<file path="src/rtl/vegrp_pkg.sv">
package vegrp_pkg;

  localparam int EGW_W     = 10;
  localparam int SPAN_W    = 4;
  localparam int REG_IDX_W = 5;
  localparam int NUM_OPS   = 3;

  localparam logic [2:0] SEWC_32   = 3'd2;
  localparam logic [2:0] SEWC_64   = 3'd3;
  localparam logic [2:0] LMUL_RSVD = 3'd4;

  typedef enum logic [1:0] {
    CLS_W32    = 2'd0,
    CLS_W32_64 = 2'd1,
    CLS_W64    = 2'd2,
    CLS_NONE   = 2'd3
  } op_cls_e;

  typedef enum logic {
    GRP4 = 1'b0,
    GRP8 = 1'b1
  } egs_e;

  function automatic logic class_allows(input op_cls_e cls, input logic [2:0] sew);
    logic ok;
    case (cls)
      CLS_W32:    ok = (sew == SEWC_32);
      CLS_W32_64: ok = (sew == SEWC_32) || (sew == SEWC_64);
      CLS_W64:    ok = (sew == SEWC_64);
      default:    ok = 1'b0;
    endcase
    return ok;
  endfunction

endpackage

</file>
<file path="src/rtl/vegrp_cfg_decode.sv">
module vegrp_cfg_decode
  import vegrp_pkg::*;
(
  input  logic [2:0]        sew_code,
  input  logic [2:0]        lmul_code,
  input  egs_e              egs_sel,
  input  op_cls_e           op_cls,
  output logic              cfg_bad,
  output logic [3:0]        egw_log,
  output logic [SPAN_W-1:0] lmul_regs
);

  logic width_ok;
  logic combo_ok;
  logic lmul_ok;
  logic [3:0] eew_log;
  logic [3:0] egs_log;

  always_comb begin
    width_ok  = class_allows(op_cls, sew_code);
    // eight 64-bit elements is not a supported pairing
    combo_ok  = !((egs_sel == GRP8) && (sew_code == SEWC_64));
    lmul_ok   = (lmul_code != LMUL_RSVD);
    cfg_bad   = sew_code[2] | !width_ok | !combo_ok | !lmul_ok;
    eew_log   = 4'(sew_code) + 4'd3;
    egs_log   = (egs_sel == GRP8) ? 4'd3 : 4'd2;
    egw_log   = eew_log + egs_log;
    // fractional settings still occupy one whole register
    lmul_regs = lmul_code[2] ? SPAN_W'(1) : (SPAN_W'(1) << lmul_code[1:0]);
  end

endmodule

</file>
<file path="config.mk">
export PLATFORM = sky130hd
export DESIGN_NAME = vegrp_cfg_decode
export DESIGN_NICKNAME = d
export VERILOG_FILES = /design/src/rtl/vegrp_pkg.sv /design/src/rtl/vegrp_cfg_decode.sv
export SDC_FILE = /design/constraint.sdc
export NUM_CORES = 1
export LEC_CHECK = 0
export ABC_AREA = 0
export BUFFER_PORTS_ARGS = -buffer_cell sky130_fd_sc_hd__buf_2
export CORE_AREA = 2 2 39 41
export DETAILED_ROUTE_END_ITERATION = 10
export DIE_AREA = 0 0 41 43
export GPL_ROUTABILITY_DRIVEN = 0
export PLACE_DENSITY = 0.44
export SLEW_MARGIN = 25
export SYNTH_ARGS = -nofsm -noshare
export SYNTH_HDL_FRONTEND = slang
export SYNTH_SLANG_ARGS = --single-unit
export TNS_END_PERCENT = 10
</file>
<file path="constraint.sdc">
create_clock -name vclk -period 0.8
set_input_delay 0 -clock vclk [all_inputs]
set_output_delay 0 -clock vclk [all_outputs]
set_load 0.01 [all_outputs]
</file>
==> results.py, run 1 <==
metrics = {
    "outcome": {
        "status": "finished, final reports clean",
    },
    "pwr": {
        "total_power_uw": 148.8,
        "swShare_pct": 45.81,
        "p_leak_nw": 0.1558,
        "power_frac_clock_pct": 0,
        "p_sw_uw": 68.15,
        "irDropWorstVdd_v": 0.0001169,
        "p_int_uw": 80.61,
        "seqPwrFrac_pct": 0,
        "power_per_cell_area_nw_per_um2": 495.4,
        "p_comb_share_pct": 100.0,
    },
    "placed_design": {
        "pre_cts_ws_ns": -0.003088,
        "post-dp-hpwl_microns": 350.4,
        "dp.cells": 54,
        "portBuffers": 18,
    },
    "floorplanning": {
        "die-area_sq_um": 1763,
        "start_util_pct": 9.855,
        "core_sq_um": 1384,
        "ioPinCount": 18,
        "fp.dieH_microns": 43,
        "rows": 14,
        "die_x_microns": 41,
    },
    "drt": {
        "postRouteAntennaNets": 0,
        "drc": 0,
        "dr.pass1.iters": 1,
        "vias": 198,
        "drt-met1-wl_microns": 159,
        "routed_wl_microns": 399,
        "wl_met2_microns": 185,
        "viasPerCell": 3.667,
        "initialDrtViolationCount": 0,
        "wl_met3_microns": 53,
        "topRoutingLayerUsed": "met3",
        "post_drt_wl_per_cell_microns": 7.389,
    },
    "synth": {
        "netlist_top_cells_count": "inv_1, nor3b_1, ha_1",
        "syn-cell-area_sq_um": 136.4,
        "syn_avg_cell_area_sq_um": 7.577,
        "netlist.area_leader.share_pct": 18.35,
        "synth.area.top_cells": "ha_1, nor3b_1, inv_1, and4bb_1, and3b_2",
        "synth_cell_types": 12,
        "syn_nets": 29,
        "seq_area_frac_synth_pct": 0,
        "synth_most_common_cell": "inv_1",
        "yosysWarnings": 0,
        "syn_inst": 18,
        "synth_area_leader_cell": "ha_1",
    },
    "timing": {
        "min_period_ns": 0.7493,
        "hold_viol_final": 0,
        "whs_ns": 0.2858,
        "fmax_mhz": 1335,
        "min_period_over_period_pct": 93.67,
        "slew_headroom_pct": 84.33,
        "setup_viol": 0,
        "drv_slew": 0,
        "setup_ws_ns": 0.05068,
        "worstMarginPinSlew_ns": 0.2314,
    },
    "finish": {
        "seq_cells": 0,
        "n_antenna_cell": 0,
        "drive_above_1_share_pct": 71.05,
        "stdcell_count": 54,
        "multiInputGateArea_sq_um": 153.9,
        "fillerInstances": 150,
        "syn2layout_area_growth_pct": 120.2,
        "ff_latch_area_sq_um": 0,
        "nClkBuffers": 0,
        "nNetsFinal": 51,
    },
    "setup_path": {
        "cp_common_cell": "buf_2",
        "crit_chain": "buf_2 > or3b_1 > o311ai_1 > buf_2",
        "crit_fanout": 2,
        "startpoint_type": "input port",
        "crit_path_top_delay_cell": "or3b_1",
        "worstPathRequired_ns": 0.80,
        "critical_path_class": "in2out",
        "max_stage_delay_ns": 0.38,
        "arrival_ns": 0.75,
        "cp-end-kind": "primary output",
    },
    "global_route": {
        "antenna_found_initial": 0,
        "grt_pass1_vias": 163,
        "grt_pass1_wl_microns": 621,
        "grt_usage_pct": 4.595,
        "grt_max_degree": 6,
        "grt_overflow": 0,
    },
    "job": {
        "cap_violations": 0,
    },
    "cts": {
        "cts_setup_buffers": 0,
        "hold_buffers": 0,
    },
    "min_path": {
        "hp-class": "in2out",
    },
}
[cell usage in the layout, fill, tap and decap left out]
cell	instances
a21o_1	1
and3b_2	1
and4bb_1	1
buf_2	17
buf_4	2
buf_6	1
ha_4	2
inv_1	1
inv_2	3
nor2_1	1
nor2b_1	1
nor3b_1	3
o21bai_1	1
o311ai_1	1
or3b_1	1
xnor2_2	1
[power groups by stage]
stage | combinational [mW] | sequential [mW] | clock (mW)
floorplan | 0.0583 | 0 | 0
global placement | 0.129 | 0 | 0
detailed placement | 0.128 | 0 | 0
CTS | 0.140 | 0 | 0
global route | 0.168 | 0 | 0
finish | 0.149 | 0 | 0
[cell families after synthesis]
logic type / count (synthesis) / synth area share, %
AOI/OAI and AO/OA: 3 / 17.44
xor gates and xnor gates: 1 / 6.423
adders and majority gates: 2 / 18.35
buffers and inverters: 4 / 11.01
and+or+nand+nor: 8 / 46.79
[routing by layer]
layer	GRT usage, %	vias to the layer above
li1	-	104
met1	6.013	85
met2	8.125	9
met3	0.5236	0
met4	0	0
met5	0	-
[through the flow]
stage | area, sq um | utilization (%) | TNS [ns]
3_3_place_gp | 261.5 | 18.90 | 0
4_1_cts | 282.8 | 20.43 | 0
6_report | 300.3 | 21.70 | 0
5_1_grt | 300.3 | 21.70 | -0.01428
3_5_place_dp | 261.5 | 18.90 | -0.003088
2_1_floorplan | 136.4 | - | 0
[cell type report]
type	count	share of cell area, %
inverters	4	5.000
well taps	16	6.667
repair buffers	20	37.08
multi-input cells	14	51.25
[worst paths after layout]
check / startpoint / to / slack [ns] / depth (start not counted)
setup / recovery: lmul_code[1] / cfg_bad / 0.05 / 4
hold / removal: lmul_code[2] / lmul_regs[1] / 0.29 / 3
[repair_timing]
action / CTS / global route
hold endpoints to repair: 0 / 0
setup endpoints to repair: 1 / 2
pin swaps: 2 / 3
gates resized for setup: 7 / 2
[critical path, delay by kind of cell]
| family | cells | cell delay, ns |
|---|---|---|
| buffers and inverters | 2 | 0.28 |
| and+or+nand+nor | 1 | 0.38 |
| AOI/OAI and AO/OA | 1 | 0.09 |
No activity file was read; power rests on OpenSTA's default activity.
==> inputs of run 2 (changes only) <==
--- a/config.mk
+++ b/config.mk
@@ -11,9 +11,8 @@
 export DETAILED_ROUTE_END_ITERATION = 10
 export DIE_AREA = 0 0 41 43
 export GPL_ROUTABILITY_DRIVEN = 0
-export PLACE_DENSITY = 0.44
+export PLACE_DENSITY_LB_ADDON = 0.3
 export SLEW_MARGIN = 25
 export SYNTH_ARGS = -nofsm -noshare
 export SYNTH_HDL_FRONTEND = slang
 export SYNTH_SLANG_ARGS = --single-unit
-export TNS_END_PERCENT = 10
==> results.py, run 2 (synthesized netlist as in run 1, its figures left out) <==
metrics = {
    "outcome": {
        "status": "finished, final reports clean",
    },
    "cts": {
        "cts_setup_buffers": 0,
    },
    "global_route": {
        "grt_pass1_vias": 168,
        "grt_max_degree": 6,
        "grt_overflow": 0,
        "grt_usage_pct": 4.695,
        "grt_pass1_wl_microns": 621,
        "antenna_found_initial": 0,
    },
    "setup_path": {
        "critical_path_class": "in2out",
        "cp_common_cell": "buf_2",
        "worstPathRequired_ns": 0.80,
        "worst-path-stages": 4,
        "startpoint_type": "input port",
        "crit_fanout": 5,
        "worst-path-buf-inv": 2,
        "arrival_ns": 0.74,
        "cp-end-kind": "primary output",
        "crit_path_top_delay_cell": "or3b_1",
        "path_delay_family": "simple AND/OR/NAND/NOR gates",
        "crit_chain": "buf_2 > or3b_1 > o311ai_1 > buf_2",
        "max_stage_delay_ns": 0.35,
    },
    "floorplanning": {
        "core_sq_um": 1384,
        "start_util_pct": 9.855,
        "ioPinCount": 18,
        "die-area_sq_um": 1763,
        "rows": 14,
        "die_x_microns": 41,
        "fp.dieH_microns": 43,
    },
    "drt": {
        "post_drt_wl_per_cell_microns": 7.444,
        "initialDrtViolationCount": 1,
        "routed_wl_microns": 402,
        "drc": 0,
        "vias": 200,
        "viasPerCell": 3.704,
        "postRouteAntennaNets": 0,
        "dr.pass1.iters": 3,
    },
    "timing": {
        "slew_headroom_pct": 83.81,
        "drv_slew": 0,
        "setup_tns_ns": 0,
        "setup_viol": 0,
        "rsz0062_at_grt": "no",
        "min_period_ns": 0.7375,
        "hold_viol_final": 0,
        "worstMarginPinSlew_ns": 0.2391,
        "fmax_mhz": 1356,
        "whs_ns": 0.2866,
        "min_period_over_period_pct": 92.18,
    },
    "placed_design": {
        "post-dp-hpwl_microns": 334.8,
        "dp.cells": 54,
        "portBuffers": 18,
    },
    "finish": {
        "final_core_util_pct": 22.78,
        "final_cell_mix": "buf_2, nor3b_1, buf_6",
        "layout_commonest_cell": "buf_2",
        "syn2layout_area_growth_pct": 131.2,
        "multiInputGateArea_sq_um": 153.9,
        "stdcell_count": 54,
        "nClkBuffers": 0,
        "seq_cells": 0,
        "fillerInstances": 159,
        "drive_above_1_share_pct": 71.05,
        "n_antenna_cell": 0,
        "nNetsFinal": 51,
        "ff_latch_area_sq_um": 0,
    },
    "pwr": {
        "p_leak_nw": 0.1606,
        "irDropWorstVdd_v": 0.0001226,
        "power_per_cell_area_nw_per_um2": 499.8,
    },
    "job": {
        "cap_violations": 0,
    },
    "min_path": {
        "hold_depth": 3,
        "hp-class": "in2out",
    },
}
==> run 2: cell counts in the layout (fill, tap and decap cells not counted) <==
Identical to the previous run, type by type.
==> run 2: per-layer routing <==
metal  routed length, microns  part of all wire, %  up-vias  global-route usage [%]
met5                        0                    0        -                       0
met4                        0                    0        0                       0
met3                       37                  9.2        0                       0
met2                      204                   51        9                   8.750
met1                      160                   40       86                   6.013
li1                         -                    -      105                       -
==> run 2: path summary, 6_finish.rpt <==
check / start / endpoint / slack [ns]
max: lmul_code[2] / cfg_bad / 0.06
min: lmul_code[2] / lmul_regs[1] / 0.29
==> run 2: through the flow <==
stage	power, mW	setup slack (ns)	instance area [sq um]
floorplan	0.05834	0.1839	136.4
global placement	0.1278	0.006764	261.5
detailed placement	0.1281	-0.006791	261.5
CTS	0.1395	0.01813	282.8
global route	0.1777	0.001732	315.3
finish	0.1576	0.06252	315.3
==> run 2: report_power, final <==
group	internal (mW)	switching [mW]	total, mW
registers	0	0	0
clock network	0	0	0
logic	0.0883	0.0693	0.158
total	0.0883	0.0693	0.158
==> run 2: cell type report <==
type	instances	share of cell area [%]
inverter	4	5.556
timing repair buffer	20	39.29
multi-input combinational	14	48.81
tap	16	6.349
==> run 2: timing repair <==
item / 4_1_cts / 5_1_grt
hold buffers: 0 / 0
pin swaps: 2 / 4
endpoints found under the hold margin: 0 / 0
resized for setup: 7 / 5
endpoints found under the setup margin: 1 / 2
==> inputs of run 3 (changes only) <==
--- a/config.mk
+++ b/config.mk
@@ -12,7 +12,7 @@
 export DIE_AREA = 0 0 41 43
 export GPL_ROUTABILITY_DRIVEN = 0
 export PLACE_DENSITY_LB_ADDON = 0.3
-export SLEW_MARGIN = 25
+export SETUP_SLACK_MARGIN = 0.3
 export SYNTH_ARGS = -nofsm -noshare
 export SYNTH_HDL_FRONTEND = slang
 export SYNTH_SLANG_ARGS = --single-unit
==> results.py, run 3 (synthesized netlist as in run 1, its figures left out) <==
metrics = {
    "timing": {
        "drv_slew": 0,
        "slew_headroom_pct": 83.19,
        "min_period_ns": 0.7323,
        "setup_tns_ns": 0,
        "setup_ws_ns": 0.06773,
        "fmax_mhz": 1366,
        "setup_viol": 0,
        "rsz0062_at_grt": "yes",
        "worstMarginPinSlew_ns": 0.2516,
        "min_period_over_period_pct": 91.53,
        "hold_viol_final": 0,
    },
    "setup_path": {
        "startpoint_type": "input port",
        "cp-end-kind": "primary output",
        "worstPathRequired_ns": 0.80,
        "crit_fanout": 2,
        "critical_path_class": "in2out",
        "arrival_ns": 0.73,
    },
    "placed_design": {
        "post-dp-hpwl_microns": 374.8,
        "pre_cts_ws_ns": 0.02903,
        "placed_area_sq_um": 294.0,
        "portBuffers": 18,
    },
    "finish": {
        "nNetsFinal": 51,
        "fillerInstances": 151,
        "layout_commonest_cell": "buf_2",
        "final_cell_mix": "buf_2, buf_6, inv_4, buf_8",
        "seq_cells": 0,
        "ff_latch_area_sq_um": 0,
        "syn2layout_area_growth_pct": 186.2,
        "nClkBuffers": 0,
        "final_area_sq_um": 390.4,
        "drive_above_1_share_pct": 84.21,
        "n_antenna_cell": 0,
    },
    "floorplanning": {
        "core_sq_um": 1384,
        "die_x_microns": 41,
        "fp.dieH_microns": 43,
        "rows": 14,
        "start_util_pct": 9.855,
        "die-area_sq_um": 1763,
        "ioPinCount": 18,
    },
    "drt": {
        "dr.pass1.iters": 2,
        "vias": 206,
        "viasPerCell": 3.815,
        "routed_wl_microns": 510,
        "post_drt_wl_per_cell_microns": 9.444,
        "drc": 0,
        "postRouteAntennaNets": 0,
        "initialDrtViolationCount": 1,
    },
    "global_route": {
        "antenna_found_initial": 0,
        "grt_pass1_wl_microns": 772,
        "grt_overflow": 0,
        "grt_max_degree": 6,
        "grt_pass1_vias": 203,
        "grt_usage_pct": 5.794,
    },
    "pwr": {
        "seqPwrFrac_pct": 0,
        "power_per_cell_area_nw_per_um2": 535.6,
        "irDropWorstVdd_v": 0.0001382,
        "p_sw_uw": 82.07,
        "p_int_uw": 127.0,
        "total_power_uw": 209.1,
        "p_leak_nw": 0.1805,
        "swShare_pct": 39.25,
        "p_comb_share_pct": 100.0,
        "power_frac_clock_pct": 0,
    },
    "cts": {
        "hold_buffers": 0,
    },
    "job": {
        "cap_violations": 0,
    },
    "min_path": {
        "hp-class": "in2out",
    },
    "outcome": {
        "status": "finished, final reports clean",
    },
}
[run 3: power by group through the flow]
stage	Sequential, mW	Clock, mW	Combinational (mW)
6_report	0	0	0.209
5_1_grt	0	0	0.231
3_3_place_gp	0	0	0.149
4_1_cts	0	0	0.192
3_5_place_dp	0	0	0.149
2_1_floorplan	0	0	0.0791
[run 3: critical path: stages]
cell and delay [ns]:
buf_8 0.10, or3b_4 0.39, o311ai_2 0.08, buf_2 0.17
[run 3: final cells by class]
cell class                 count  area (sq um)  share of cell area [%]
multi-input combinational     14         173.9                   44.55
timing repair buffer          20         173.9                   44.55
inverter                       4         22.52                   5.769
tap                           16         20.02                   5.128
[run 3: stage by stage]
| step | std cells | hold WS, ns | util, % |
|---|---|---|---|
| 2_1_floorplan | 18 | 0.04948 | - |
| 4_1_cts | 54 | 0.2472 | 26.31 |
| 6_report | 54 | 0.2477 | 28.21 |
| 3_3_place_gp | 53 | 0.2919 | 21.25 |
| 5_1_grt | 54 | 0.2608 | 28.21 |
| 3_5_place_dp | 53 | 0.2922 | 21.25 |
[run 3: path summary, 6_finish.rpt]
path              slack, ns            to    startpoint  cells past startpoint
setup / recovery       0.07       cfg_bad  lmul_code[1]                      4
hold / removal         0.25  lmul_regs[1]  lmul_code[2]                      3
[run 3: layer usage]
metal  GRT usage [%]  vias up  wire length [microns]
met3               0        0                     35
li1                -      104                      -
met4               0        0                      0
met2           11.88        8                    312
met1           6.329       94                    162
met5               0        -                      0
[run 3: repair_timing]
| action | CTS | global route |
|---|---|---|
| buffers inserted | 1 | 0 |
| resized for setup | 13 | 7 |
| pin swaps | 4 | 2 |
| setup endpoints to repair | 8 | 8 |
